==> config.mk <==
export PLATFORM = sky130hd
export DESIGN_NAME = blkmove_seq
export DESIGN_NICKNAME = d
export VERILOG_FILES = /design/src/rtl/blkmove_pkg.sv /design/src/rtl/blkmove_update.sv /design/src/rtl/blkmove_padcnt.sv /design/src/rtl/blkmove_seq.sv
export SDC_FILE = /design/constraint.sdc
export NUM_CORES = 1
export LEC_CHECK = 0
export ABC_AREA = 1
export BUFFER_PORTS_ARGS = -buffer_cell sky130_fd_sc_hd__buf_2
export CAP_MARGIN = 20
export CORE_ASPECT_RATIO = 0.5
export CORE_MARGIN = 3
export CORE_UTILIZATION = 43
export DETAILED_ROUTE_END_ITERATION = 16
export PLACE_DENSITY = 0.62
export SLEW_MARGIN = 10
export SYNTH_ARGS = -nofsm -noshare
export SYNTH_HDL_FRONTEND = slang
export SYNTH_SLANG_ARGS = --single-unit
==> constraint.sdc <==
create_clock -name clk -period 2.9 [get_ports clk]
set_input_delay 0.58 -clock clk [delete_from_list [all_inputs] [get_ports clk]]
set_output_delay 0.58 -clock clk [all_outputs]
set_load 0.05 [all_outputs]
==> src/rtl/blkmove_pkg.sv <==
package blkmove_pkg;
  typedef enum logic [1:0] {ST_IDLE, ST_READ, ST_WRITE, ST_PAD} seq_state_t;

  // flag byte bit positions
  localparam int FB_CARRY  = 0;
  localparam int FB_SUB    = 1;
  localparam int FB_PARITY = 2;
  localparam int FB_COPY3  = 3;
  localparam int FB_HALF   = 4;
  localparam int FB_COPY5  = 5;
  localparam int FB_ZERO   = 6;
  localparam int FB_SIGN   = 7;

  typedef struct packed {
    logic rep;
    logic dec;
  } variant_t;

  function automatic variant_t decode_variant(input logic [1:0] code);
    variant_t v;
    v.dec = code[0];
    v.rep = code[1];
    return v;
  endfunction
endpackage

==> src/rtl/blkmove_update.sv <==
module blkmove_update
  import blkmove_pkg::*;
#(
  parameter int RW = 16,
  parameter int DW = 8
) (
  input  logic          dec,
  input  logic          rep,
  input  logic [RW-1:0] bc_i,
  input  logic [RW-1:0] de_i,
  input  logic [RW-1:0] hl_i,
  input  logic [DW-1:0] acc_i,
  input  logic [DW-1:0] flg_i,
  input  logic [DW-1:0] byte_i,
  output logic [RW-1:0] bc_o,
  output logic [RW-1:0] de_o,
  output logic [RW-1:0] hl_o,
  output logic [DW-1:0] flg_o,
  output logic          again_o
);
  logic [DW-1:0] sum;

  always_comb begin
    sum  = acc_i + byte_i;
    bc_o = bc_i - RW'(1);
    de_o = dec ? (de_i - RW'(1)) : (de_i + RW'(1));
    hl_o = dec ? (hl_i - RW'(1)) : (hl_i + RW'(1));
    flg_o            = flg_i;
    flg_o[FB_SUB]    = 1'b0;
    flg_o[FB_HALF]   = 1'b0;
    flg_o[FB_PARITY] = |bc_o;
    flg_o[FB_COPY3]  = sum[3];
    flg_o[FB_COPY5]  = sum[1];
    again_o          = rep & (|bc_o);
  end
endmodule

==> src/rtl/blkmove_padcnt.sv <==
module blkmove_padcnt #(
  parameter int CW = 3
) (
  input  logic          clk,
  input  logic          rst,
  input  logic          load,
  input  logic [CW-1:0] load_val,
  output logic          zero
);
  logic [CW-1:0] cnt;

  always_ff @(posedge clk) begin
    if (rst)             cnt <= '0;
    else if (load)       cnt <= load_val;
    else if (cnt != '0)  cnt <= cnt - CW'(1);
  end

  assign zero = (cnt == '0);
endmodule

==> src/rtl/blkmove_seq.sv <==
module blkmove_seq
  import blkmove_pkg::*;
#(
  parameter int RW         = 16,
  parameter int DW         = 8,
  parameter int PAD_BASE   = 2,
  parameter int PAD_REPEAT = 5
) (
  input  logic          clk,
  input  logic          rst,
  input  logic          start,
  input  logic [1:0]    variant,
  input  logic [RW-1:0] bc_in,
  input  logic [RW-1:0] de_in,
  input  logic [RW-1:0] hl_in,
  input  logic [DW-1:0] a_in,
  input  logic [DW-1:0] f_in,
  output logic          mem_rd,
  output logic          mem_wr,
  output logic [RW-1:0] mem_addr,
  output logic [DW-1:0] mem_wdata,
  input  logic [DW-1:0] mem_rdata,
  input  logic          mem_rdy,
  output logic          busy,
  output logic          done,
  output logic          pc_rewind,
  output logic [RW-1:0] bc_out,
  output logic [RW-1:0] de_out,
  output logic [RW-1:0] hl_out,
  output logic [DW-1:0] f_out
);
  localparam int PAD_MAX = PAD_BASE + PAD_REPEAT;
  localparam int CW      = $clog2(PAD_MAX + 1);

  seq_state_t    state;
  variant_t      var_r;
  logic [RW-1:0] bc_r, de_r, hl_r;
  logic [DW-1:0] acc_r, flg_r, byte_r;
  logic          rewind_r;

  logic [RW-1:0] bc_n, de_n, hl_n;
  logic [DW-1:0] flg_n;
  logic          again;
  logic          wr_accept;
  logic          pad_zero;
  logic [CW-1:0] pad_val;

  blkmove_update #(.RW(RW), .DW(DW)) u_update (
    .dec(var_r.dec), .rep(var_r.rep),
    .bc_i(bc_r), .de_i(de_r), .hl_i(hl_r),
    .acc_i(acc_r), .flg_i(flg_r), .byte_i(byte_r),
    .bc_o(bc_n), .de_o(de_n), .hl_o(hl_n),
    .flg_o(flg_n), .again_o(again)
  );

  assign wr_accept = (state == ST_WRITE) && mem_rdy;
  assign pad_val   = again ? CW'(PAD_MAX - 1) : CW'(PAD_BASE - 1);

  blkmove_padcnt #(.CW(CW)) u_pad (
    .clk(clk), .rst(rst), .load(wr_accept),
    .load_val(pad_val), .zero(pad_zero)
  );

  assign busy = (state != ST_IDLE);

  always_ff @(posedge clk) begin
    if (rst) begin
      state     <= ST_IDLE;
      var_r     <= '0;
      bc_r      <= '0;
      de_r      <= '0;
      hl_r      <= '0;
      acc_r     <= '0;
      flg_r     <= '0;
      byte_r    <= '0;
      rewind_r  <= 1'b0;
      mem_rd    <= 1'b0;
      mem_wr    <= 1'b0;
      mem_addr  <= '0;
      mem_wdata <= '0;
      done      <= 1'b0;
      pc_rewind <= 1'b0;
      bc_out    <= '0;
      de_out    <= '0;
      hl_out    <= '0;
      f_out     <= '0;
    end else begin
      done      <= 1'b0;
      pc_rewind <= 1'b0;
      unique case (state)
        ST_IDLE: if (start) begin
          var_r    <= decode_variant(variant);
          bc_r     <= bc_in;
          de_r     <= de_in;
          hl_r     <= hl_in;
          acc_r    <= a_in;
          flg_r    <= f_in;
          mem_rd   <= 1'b1;
          mem_addr <= hl_in;
          state    <= ST_READ;
        end
        ST_READ: if (mem_rdy) begin
          byte_r    <= mem_rdata;
          mem_rd    <= 1'b0;
          mem_wr    <= 1'b1;
          mem_addr  <= de_r;
          mem_wdata <= mem_rdata;
          state     <= ST_WRITE;
        end
        ST_WRITE: if (mem_rdy) begin
          mem_wr   <= 1'b0;
          bc_out   <= bc_n;
          de_out   <= de_n;
          hl_out   <= hl_n;
          f_out    <= flg_n;
          rewind_r <= again;
          state    <= ST_PAD;
        end
        ST_PAD: if (pad_zero) begin
          done      <= 1'b1;
          pc_rewind <= rewind_r;
          state     <= ST_IDLE;
        end
        default: state <= ST_IDLE;
      endcase
    end
  end
endmodule

### After elaboration in Yosys (flattened, before gate mapping)

Index checks and enable logic that the tools add are counted.
Widths: inputs -> output; s select.

* $add $sub $neg: 7
* equal/unequal tests: 7
* multiplexer cells: 19
* bitwise gates (word level): 3
* reductions and logical operators: 17

Operators by type and width (number)
* $mux 16: 4
* $sub 16x1->16 const B: 3
* $add 16x1->16 const B: 2
* $pmux 16 s2: 1
* $reduce_or 16->1: 1
* $mux 3: 3
* $mux 2: 4
* $ne 2x2->1 const B: 4
* $pmux 2 s4: 1
* $reduce_bool 2->1: 4
* $reduce_and 2->1: 3
* $reduce_and 3->1: 2
* $add 4x4->4: 1
* $eq 2x2->1 const B: 2
* $mux 1: 4
* $pmux 1 s2: 2
* $reduce_and 4->1: 1
* $logic_not 3->1: 1
* $reduce_bool 3->1: 1
* $reduce_or 3->1: 1
* $sub 3x1->3 const B: 1
* $eq 2x1->1 const B: 1
* $logic_not 2->1: 1
* $not 1->1: 2
* other kinds (3): 3

* register bits after elaboration: 150
* input port bits: 78
* output and inout port bits: 85
* word-level logic and storage cells: 73

### Depth between registers and ports, before layout

Gate-level depths: netlist (run 1).

* depth after elaboration: 5
* gate-level depth with buffers: 14
* mapped depth without buffers: 14

### Modules after synthesis

Synthesis (run 1) repeated with hierarchy kept, for this count alone.

* cell total of the unflattened synthesis: 1148
* area total of the unflattened synthesis: 8052.7 um^2

By module, submodules not included
* blkmove_seq: times used 1, cells an instance 732, area each 5689.2 um^2, seq. area each 3062.9 um^2
* blkmove_update: times used 1, cells an instance 388, area each 2164.6 um^2, seq. area each 0.0 um^2
* blkmove_padcnt: times used 1, cells an instance 28, area each 198.9 um^2, seq. area each 60.1 um^2

### Least setup slack after synthesis (run 1)

OpenSTA, ideal clock, no wires.

* kind: flip-flop to flip-flop
* start point: reg var_r[0] in the netlist's numbering
* end point: reg de_out[8]
* library setup time: 113 ps
* arrival: 2370 ps
* required time: 2787 ps
* path slack: 417 ps
* stages on the path, launching flop included: 10
* path buffers: 0
* clock period less this slack: 2483 ps
* path through: dfxtp_1 -> inv_1 -> fa_1 -> o21ai_1 -> a21boi_0 -> nor2_1 -> a21oi_1 -> xnor2_1 -> o21ai_1 -> inv_1

* longest elaborated chain between the ends: 1

RTL lines
* start: declaration: line blkmove_seq.sv:36 `variant_t var_r;`
* start signal: assignment: line blkmove_seq.sv:92 `var_r <= decode_variant(variant);`
* $mux 16: line blkmove_update.sv:26 `de_o = dec ? (de_i - RW'(1)) : (de_i + RW'(1));`
* end signal: assignment: line blkmove_seq.sv:113 `de_out <= de_n;`
* end: declaration: line blkmove_seq.sv:28 `output logic [RW-1:0] de_out,`

Every way passes these cells.
A chain may end at the register's enable or synchronous reset.

### Final worst setup path (run 1)

* start point: reg var_r[0] in the netlist's numbering
* end point: reg de_out[10]

The elaborated chain is that of the path after synthesis.

==> summary.md, run 1 <==
| Metric | Value |
|---|---|
| Layout cells sized above 1 | `18.9%` |
| Buffers on Ports | `151` |
| CTS root buf | `clkbuf_16` |
| Sequential cell area fraction in the yosys report | `40.7%` |
| Commonest non-fill, non-tap cells in the layout | `nand2_1, buf_2, dfxtp_1, o21ai_0, nor2_1` |
| GR Util met2 | `34.1%` |
| Post-synthesis compound-gate area fraction | `19.3%` |
| Unrepaired setup endpoints after global routing | `false` |
| Routing usage on met3 | `5.80%` |
| Post-placement cell count | `1333` |
| Min cycle time layout | `2.34 ns` |
| Final Util | `55.1%` |
| Drt via density | `5.10` |
| Top cells by area, synth | `dfxtp_1, o21ai_0, nand2_1` |
| Cell Pwr Density | `1060 mW/mm²` |
| Simple-Gate Fraction of Synth Area | `23.0%` |
| Post-DP HPWL | `14.5 mm` |
| Vias in the first global route | `6432` |
| TritonCTS buffer count | `17` |
| Yosys top cell area share | `40.7%` |
| Max frequency | `0.427 GHz` |
| Met1 usage | `31.3%` |
| Finished Layout Cells | `1365` |
| Synthesized cell area | `0.00713 mm²` |
| Startpoint class of the critical path | `flop` |
| XOR/XNOR Fraction of Synth Area | `2.33%` |
| Multi-input logic area | `0.00371 mm²` |
| Setup bufs post-CTS | `0` |
| Netlist cell types | `40` |
| Core Footprint | `0.0158 mm²` |
| Worst slew margin | `56.4%` |
| Flops & latches, synth | `145` |
| Status | `finished, final reports clean` |
| Area Growth Syn to Fin | `22.0%` |
| Die X | `188 µm` |
| Starting DRT DRC Count | `477` |
| Ant diodes | `0` |
| Via count | `6961` |
| Area leader, netlist | `dfxtp_1` |
| Largest family of logic cells by synthesized area | `simple AND/OR/NAND/NOR gates` |
| Initial antenna violation count | `1` |
| DP Worst Slack | `0.562 ns` |
| Quantity of gates resized following cts | `0` |
| Crit. End Element | `flop` |
| Worst clock skew | `0.0115 ns` |
| GR peak layer | `met2` |
| Total congestion overflow | `0` |
| EDFF count, synth | `0` |
| DIE AREA | `0.0183 mm²` |
| H-tree depth | `4` |
| Crit-path max FO | `16` |
| Final period util | `80.8%` |
| Drt pass-1 iters | `5` |
| Clock Sinks | `145` |
| FF/Latch Area | `0.00290 mm²` |
| Post-route ant nets | `0` |
| Max-slew violations | `0` |
| Worst Setup Path Type | `reg -> reg` |
| Mapped Cells | `993` |
| Initial Util | `45.1%` |
| Drt total wl | `20.4 mm` |
| Async S/R FF share, synth | `0%` |
| Top FF cell, synth | `dfxtp_1` |
| Clock transition at the registers of the reported paths | `0.07 ns` |
| WP data arrival | `2.65 ns` |
| Later-pin clock latency in the skew report | `0.42 ns` |
| Row count | `32` |
| Setup TNS | `0 ns` |
| Largest net degree at the start of global routing | `139` |
| Total global-route track usage | `22.3%` |
| Worst-margin pin slew | `0.652 ns` |
| Fillers | `1570` |
| Final setup vio count | `0` |
| Mean Syn Cell Area | `7.18 µm²` |
| Clock buffer depth | `2` |
| Peak supply drop | `0.474 mV` |
| Post-synthesis adder-cell area fraction | `7.23%` |
| DRC viols | `0` |
| Fin. Hold Viols | `0` |
| Num ports | `163` |
| CTS tree | `built` |
| Chip height | `97.1 µm` |
| Leakage | `4.33 nW` |
| Most common cell after layout, fill and taps aside | `nand2_1` |
| Data required, critical path | `3.20 ns` |
| Hold WC Path Type | `in -> reg` |
| Setup ws final | `0.556 ns` |
| # nets final | `1249` |
| Total of max-cap violations | `0` |
| Hold buffers post-CTS | `0` |
| Mux contribution to synthesized area | `0%` |
| First-pass GRT wire length | `32.8 mm` |
| Total power | `0.00919 W` |
| WL/cell | `14.9 µm` |
| Warnings from Yosys | `0` |
| Final GP Congestion | `0.873` |
critical path: stages (launching register included):
cell and delay, ns:
dfxtp_1 0.33, buf_4 0.24, inv_1 0.13, fa_1 0.43, o21ai_1 0.32, a21boi_0 0.17, nor2_1 0.21, nand3_1 0.09
nand2_1 0.08, xor2_1 0.16, o21ai_1 0.07
cells by family after synthesis:
logic type                 count (synthesis)
and+or+nand+nor                          396
AOI/OAI and AO/OA                        255
adders and majority gates                 40
xor gates and xnor gates                  19
DFF                                      145
buffers and inverters                    137
other                                      1
flip-flops by register name, summed over array words and instances (netlist names):
| name | flops |
|---|---|
| acc_r | 4 |
| bc_out | 16 |
| bc_r | 16 |
| byte_r | 8 |
| de_out | 16 |
| de_r | 16 |
| done | 1 |
| f_out | 6 |
| flg_r | 3 |
| hl_out | 16 |
| hl_r | 16 |
| mem_addr | 16 |
| mem_rd | 1 |
| mem_wr | 1 |
| pc_rewind | 1 |
| rewind_r | 1 |
| state | 2 |
| u_pad.cnt | 3 |
| var_r | 2 |
synth_stat cells (all sizes together), types with 2 or more instances:
| cell | count |
|---|---|
| nand2 | 175 |
| buf | 12 |
| a21boi | 2 |
| nand3 | 57 |
| nand4 | 5 |
| a211oi | 4 |
| o221ai | 2 |
| clkinv | 2 |
| xnor2 | 5 |
| nor3 | 6 |
| dfxtp | 145 |
| ha | 38 |
| a21o | 7 |
| o22ai | 2 |
| o31ai | 2 |
| inv | 89 |
| a31oi | 26 |
| fa | 2 |
| a21oi | 63 |
| o21ai | 143 |
| nor2 | 149 |
| clkbuf | 34 |
| xor2 | 14 |
| o21bai | 3 |
layer usage:
layer / vias up / share of wire, % / wire, µm
met5: - / 0.034 / 7
met4: 2 / 1.1 / 228
met3: 21 / 7.7 / 1580
met2: 219 / 42 / 8540
met1: 3153 / 49 / 10100
li1: 3566 / - / -
path summary, 6_finish.rpt:
path                   from    endpoint  slack [ns]  cells after the start
setup reg to reg   var_r[0]  de_out[10]        0.56                     10
hold / removal    de_in[12]    de_r[12]        0.41                      3
setup / recovery   var_r[0]  de_out[10]        0.56                     10
hold reg to reg    rewind_r   pc_rewind        0.44                      2
power by group:
| group | leakage [nW] | switching (W) | internal [W] | total [W] |
|---|---|---|---|---|
| Combinational | 2.85 | 0.00291 | 0.00116 | 0.00407 |
| Clock | 0.289 | 0.000889 | 0.00140 | 0.00229 |
| Sequential | 1.19 | 0.000334 | 0.00250 | 0.00283 |
stage by stage:
stage	hold slack, ns	instance area, µm²
3_3_place_gp	0.434	8090
4_1_cts	0.394	8710
5_1_grt	0.408	8710
2_1_floorplan	0.422	7140
6_report	0.406	8710
3_5_place_dp	0.437	8090
final cells by class:
cell class,count,area share [%]
inverters,91,3.94
clock buffers,20,5.25
flip-flops and latches,145,33.3
well taps,221,3.18
multi-input cells,712,42.6
repair buffers,164,9.94
clock inverters,12,1.80
No activity file was read; power rests on OpenSTA's default activity.
==> run 2: changes to the inputs <==
- ABC_AREA: 1 -> 0
- PLACE_DENSITY: 0.62 -> 0.64
- clock period: 2.9 -> 1.9 ns (I/O delays scaled with it)
==> run 2 against run 1 <==
Against the previous run: the flow now finishes with violations (setup timing); clock power is 44% higher; register-to-register slack worse by 0.91 ns; via count is 5.8% higher; power is 57% higher; wire length is 12% higher; clock skew is 0.0016 ns lower; sequential power is 44% higher; hold slack worse by 0.22 ns; combinational power is 74% higher; global-route usage is 1.6 points higher; first-iteration DRC count is 18% lower.
==> summary.md, run 2 <==
| Metric | Value |
|---|---|
| Synthesized cell area | `0.00722 mm²` |
| # nets final | `1262` |
| Data required, critical path | `2.18 ns` |
| Total global-route track usage | `23.9%` |
| Leakage | `4.40 nW` |
| Mux contribution to synthesized area | `2.79%` |
| WL/cell | `16.5 µm` |
| TritonCTS buffer count | `17` |
| H-tree depth | `4` |
| Post-placement cell count | `1326` |
| Row count | `32` |
| Final period util | `118%` |
| CP Cell Sequence | `inv_2, ha_4, or4b_4, or4b_4, xor2_4, nand3_2, o2111ai_2, o31ai_1` |
| Simple-Gate Fraction of Synth Area | `21.2%` |
| Post-route ant nets | `0` |
| Final setup vio count | `27` |
| Total of max-cap violations | `0` |
| Start point of the critical path | `bc_r[1]` |
| Status | `finished, violations left` |
| Fin. Hold Viols | `0` |
| Clock Sinks | `145` |
| Largest family of logic cells by synthesized area | `simple AND/OR/NAND/NOR gates` |
| FF-to-FF Start | `bc_r[1]` |
| Post-synthesis compound-gate area fraction | `20.6%` |
| Area Growth Syn to Fin | `45.3%` |
| Max frequency | `0.444 GHz` |
| Yosys top cell area share | `40.2%` |
| Final hold slack | `0.183 ns` |
| Vias in the first global route | `7094` |
| Clock buffer depth | `2` |
| Crit. End Element | `flop` |
| Final Util | `66.0%` |
| Crit-path max cell delay | `0.53 ns` |
| Count leader, synth | `nand2_1` |
| Worst clock skew | `0.00991 ns` |
| Num ports | `163` |
| Top FF cell, synth | `dfxtp_1` |
| Core Footprint | `0.0159 mm²` |
| Max-slew violations | `0` |
| Async S/R FF share, synth | `0%` |
| Post-synthesis adder-cell area fraction | `7.14%` |
| Warnings from Yosys | `0` |
| EDFF count, synth | `0` |
| Most common cell after layout, fill and taps aside | `nand2_1` |
| Peak supply drop | `0.762 mV` |
| Flops & latches, synth | `145` |
| Min cycle time layout | `2.25 ns` |
| Netlist cell types | `61` |
| Later-pin clock latency in the skew report | `0.43 ns` |
| Slowest stage cell, crit path | `or4b_4` |
| DRC viols | `0` |
| CTS root buf | `clkbuf_16` |
| Post-DP HPWL | `15.1 mm` |
| Mean Syn Cell Area | `8.05 µm²` |
| Via count | `7363` |
| Largest net degree at the start of global routing | `59` |
| Hold WC Path Type | `in -> reg` |
| Top cells by area, synth | `dfxtp_1, nand2_1, a21oi_1` |
| Worst-margin pin slew | `0.602 ns` |
| Drt via density | `5.34` |
| Cell Pwr Density | `1380 mW/mm²` |
| Clock transition at the registers of the reported paths | `0.07 ns` |
| Finished Layout Cells | `1378` |
| Drt total wl | `22.8 mm` |
| Failing checks | `setup timing` |
| Unrepaired setup endpoints after global routing | `true` |
| Synth top cells by count | `nand2_1, dfxtp_1, a21oi_1, nor2_1, a211oi_1` |
| Die X | `189 µm` |
| Startpoint class of the critical path | `flop` |
| DIE AREA | `0.0185 mm²` |
| Hold buffers post-CTS | `0` |
| Final GP Congestion | `0.923` |
| Sequential cell area fraction in the yosys report | `40.2%` |
| Crit-path max FO | `3` |
| Setup ws final | `-0.351 ns` |
| Worst slew margin | `59.9%` |
| Starting DRT DRC Count | `392` |
| CTS tree | `built` |
| Min-delay src | `f_in[0]` |
| Buffers on Ports | `151` |
| Layout cells sized above 1 | `36.2%` |
| Ant diodes | `0` |
| Mapped Cells | `897` |
| Area leader, netlist | `dfxtp_1` |
| Initial Util | `45.4%` |
| Commonest non-fill, non-tap cells in the layout | `nand2_1, buf_2, dfxtp_1, buf_4, a21oi_1` |
| Total congestion overflow | `0` |
| WP data arrival | `2.53 ns` |
| CP most frequent cell | `or4b_4` |
| XOR/XNOR Fraction of Synth Area | `3.74%` |
| Worst Setup Path Type | `reg -> reg` |
| First-pass GRT wire length | `36.0 mm` |
| Drt pass-1 iters | `5` |
| Chip height | `97.6 µm` |
| Initial antenna violation count | `0` |
[run 2: worst max-delay path: cells and delay by family, from the launching register on]
family	cells	cell delay, ns
adder cells (fa/ha/maj)	1	0.12
AO/OA/AOI/OAI	2	0.31
buffers and inverters	1	0.07
AND/OR/NAND/NOR	3	1.09
XOR/XNOR	1	0.19
flip-flops	1	0.32
[run 2: through the flow]
stage / TNS, ns / power [W] / setup WS, ns / instance area [µm²]
5_1_grt: -8.26 / 0.0153 / -0.436 / 10500
4_1_cts: -4.09 / 0.0142 / -0.356 / 10200
6_report: -6.06 / 0.0144 / -0.351 / 10500
3_3_place_gp: -4.51 / 0.0105 / -0.382 / 9220
2_1_floorplan: -3.77 / 0.00846 / -0.525 / 7500
3_5_place_dp: -5.34 / 0.0106 / -0.414 / 9220
[run 2: worst paths after layout]
path,endpoint,slack (ns),depth (start not counted)
min,flg_r[0],0.18,3
max reg2reg,u_pad.cnt[2],-0.35,8
min reg2reg,f_out[6],0.45,2
max,u_pad.cnt[2],-0.35,8
[run 2: final cells by class]
| class | instances | area [µm²] |
|---|---|---|
| multi-input combinational | 676 | 4710 |
| clock inverter | 15 | 146 |
| clock buffer | 17 | 425 |
| inverter | 18 | 81.3 |
| fill | 1330 | 5410 |
| timing repair buffer | 286 | 1940 |
| tap | 221 | 277 |
| sequential | 145 | 2910 |
[run 2: power by group]
| part | total (W) | switching [W] | internal, W |
|---|---|---|---|
| Clock | 0.00329 | 0.00145 | 0.00184 |
| Sequential | 0.00407 | 0.000440 | 0.00363 |
| Combinational | 0.00707 | 0.00429 | 0.00278 |
| Total | 0.0144 | 0.00618 | 0.00825 |
[run 2: metal layers]
| metal | routed length, µm | vias up | track usage [%] |
|---|---|---|---|
| met5 | 0 | - | 0 |
| met4 | 325 | 0 | 5.85 |
| met3 | 1360 | 31 | 5.15 |
| met2 | 10800 | 218 | 40.0 |
| met1 | 10300 | 3465 | 31.5 |
| li1 | - | 3649 | - |
[run 2: kinds of logic (layout without fill, tap and decap cells)]
family	Yosys count	in the layout
xor gates and xnor gates	30	30
other	1	2
and+or+nand+nor	344	344
AOI/OAI and AO/OA	240	240
adders and majority gates	40	40
muxes	20	20
DFF	145	145
buffers and inverters	77	336
[run 2: repair_timing]
action	4_1_cts	5_1_grt
gates resized for setup	79	30
buffers inserted	14	10
cloned	0	1
pin swaps	43	31
setup endpoints to repair	29	40
==> run 3: changes to the inputs <==
- SYNTH_HIERARCHICAL: not set -> 1
==> run 3 against run 2 <==
Against the previous run: the run still ends with setup timing left; cell count rose by 4.9%; via count grew 2.5%; critical path type unchanged; largest power group unchanged; combinational power rose by 3.8%; non-clock buffer count up 6.
==> summary.md, run 3 <==
| Metric | Value |
|---|---|
| Chip height | `100 µm` |
| Combinational Power Share | `50.0%` |
| CTS tree | `built` |
| DRC viols | `0` |
| Unrepaired setup endpoints after global routing | `true` |
| Mean Syn Cell Area | `7.99 µm²` |
| Final period util | `122%` |
| Clock transition at the registers of the reported paths | `0.06 ns` |
| WP data arrival | `2.68 ns` |
| Initial antenna violation count | `0` |
| WL/cell | `16.0 µm` |
| Drt via density | `5.22` |
| Final GP Congestion | `0.903` |
| Post-DP HPWL | `16.6 mm` |
| Worst r2r path cells | `10` |
| Data required, critical path | `2.25 ns` |
| Initial Util | `45.4%` |
| Ant diodes | `0` |
| Fillers | `1519` |
| Synthesized cell area | `0.00766 mm²` |
| DIE AREA | `0.0195 mm²` |
| Cell Pwr Density | `1380 mW/mm²` |
| Row count | `33` |
| Num ports | `163` |
| Multi-input logic area | `0.00472 mm²` |
| Total power | `0.0147 W` |
| First-pass GRT wire length | `37.2 mm` |
| Seq pwr share | `28.1%` |
| Clock share of power | `21.9%` |
| Starting DRT DRC Count | `316` |
| Peak supply drop | `0.812 mV` |
| Final setup vio count | `23` |
| Fin area | `0.0106 mm²` |
| Crit-path max FO | `7` |
| DP Area | `0.00953 mm²` |
| Crit-path max cell delay | `0.35 ns` |
| Commonest non-fill, non-tap cells in the layout | `nand2_1, buf_2, dfxtp_1, buf_4, a21oi_1` |
| Slowest stage cell, crit path | `dfxtp_4` |
| Fin. Hold Viols | `0` |
| Die X | `195 µm` |
| # nets final | `1328` |
| Crit. End Element | `flop` |
| Worst Setup Path Type | `reg -> reg` |
| Startpoint class of the critical path | `flop` |
| CP Cell Sequence | `buf_12, ha_4, a211o_1, or2_0, o21ba_4, a31o_4, a221oi_2, xnor2_1, nand2_1, a21oi_2` |
| Worst-margin pin slew | `0.701 ns` |
| Hold WC Path Type | `in -> reg` |
| Via count | `7548` |
| H-tree depth | `4` |
| Core Footprint | `0.0169 mm²` |
| Vias in the first global route | `7459` |
| Most common cell after layout, fill and taps aside | `nand2_1` |
| Top Family by Delay on Critical Path | `compound AO/OA/AOI/OAI gates` |
| Failing checks | `setup timing` |
| Internal power | `0.00847 W` |
| Later-pin clock latency in the skew report | `0.42 ns` |
| Min cycle time layout | `2.33 ns` |
| Mapped Cells | `959` |
| Max frequency | `0.430 GHz` |
| Clock buffer depth | `2` |
| Buf/Inv on CP | `1` |
| NetSw | `0.00619 W` |
| TritonCTS buffer count | `17` |
| Buffers on Ports | `153` |
| Largest net degree at the start of global routing | `63` |
| Total of max-cap violations | `0` |
| Status | `finished, violations left` |
| Drt pass-1 iters | `4` |
| Worst slew margin | `53.3%` |
| Area Growth Syn to Fin | `38.6%` |
| Drt total wl | `23.1 mm` |
| Setup ws final | `-0.426 ns` |
| Final hold slack | `0.192 ns` |
| FF/Latch Area | `0.00296 mm²` |
| Clock Sinks | `147` |
| Worst clock skew | `0.00680 ns` |
| Max-slew violations | `0` |
| CTS root buf | `clkbuf_16` |
| Leakage | `4.64 nW` |
| Stages on worst setup path | `10` |
| Hold Crit Depth | `3` |
| Switching portion of total power | `42.2%` |
| Post-route ant nets | `0` |
| Total global-route track usage | `23.3%` |
| Total congestion overflow | `0` |
| Setup TNS | `-6.15 ns` |
| Warnings from Yosys | `6` |
| Final Util | `62.9%` |
| Layout cells sized above 1 | `36.5%` |
==> run 3: through the flow <==
stage / setup WS [ns] / cells
detailed placement: -0.461 / 1397
global route: -0.504 / 1446
floorplan: -0.424 / 960
finish: -0.426 / 1446
global placement: -0.377 / 1397
CTS: -0.412 / 1437
==> run 3: cell type report <==
class	instances	share of cell area, %
Inverter	42	1.56
Timing Repair Buffer	292	18.2
Clock inverter	12	1.03
Clock buffer	18	4.14
Sequential cell	147	27.9
Multi-Input combinational cell	708	44.5
Tap cell	227	2.68
==> run 3: power groups by stage <==
stage / combinational [W] / clock [W] / sequential (W)
final: 0.00734 / 0.00321 / 0.00412
after global routing: 0.00794 / 0.00340 / 0.00419
after CTS: 0.00711 / 0.00326 / 0.00411
after global placement: 0.00670 / 0 / 0.00415
after floorplan: 0.00361 / 0 / 0.00525
after detailed placement: 0.00681 / 0 / 0.00418
==> run 3: worst reg2reg max path: cells and delay by family, from the launching register on <==
kind	cells	cell delay, ns
xor+xnor	1	0.14
compound gates	5	1.09
fa+ha+maj	1	0.22
simple gates	2	0.32
buf+inv	1	0.14
flops	1	0.35
==> run 3: what timing repair did <==
action                                 CTS  global route
setup endpoints to repair               25            40
hold buffers                             0             0
endpoints found under the hold margin    0             0
gates cloned                             0             0
buffers inserted                        10            12
pin swaps                               10            47
gates resized for setup                 33            52
==> run 3: per-layer routing <==
layer	vias to the layer above	share of wire, %	global-route usage, %	wire (µm)
met5	-	0	0	0
li1	3755	-	-	-
met2	180	48	40.3	11200
met4	0	1.4	7.33	321
met1	3587	45	29.5	10400
met3	26	5.1	4.86	1190
==> run 3: path summary, 6_finish.rpt <==
path / startpoint / end / slack [ns]
worst min-delay path: bc_in[12] / bc_r[12] / 0.19
worst min register to register: bc_out[14] / bc_out[14] / 0.45
worst max register to register: var_r[0] / de_out[15] / -0.43
worst max-delay path: var_r[0] / de_out[15] / -0.43
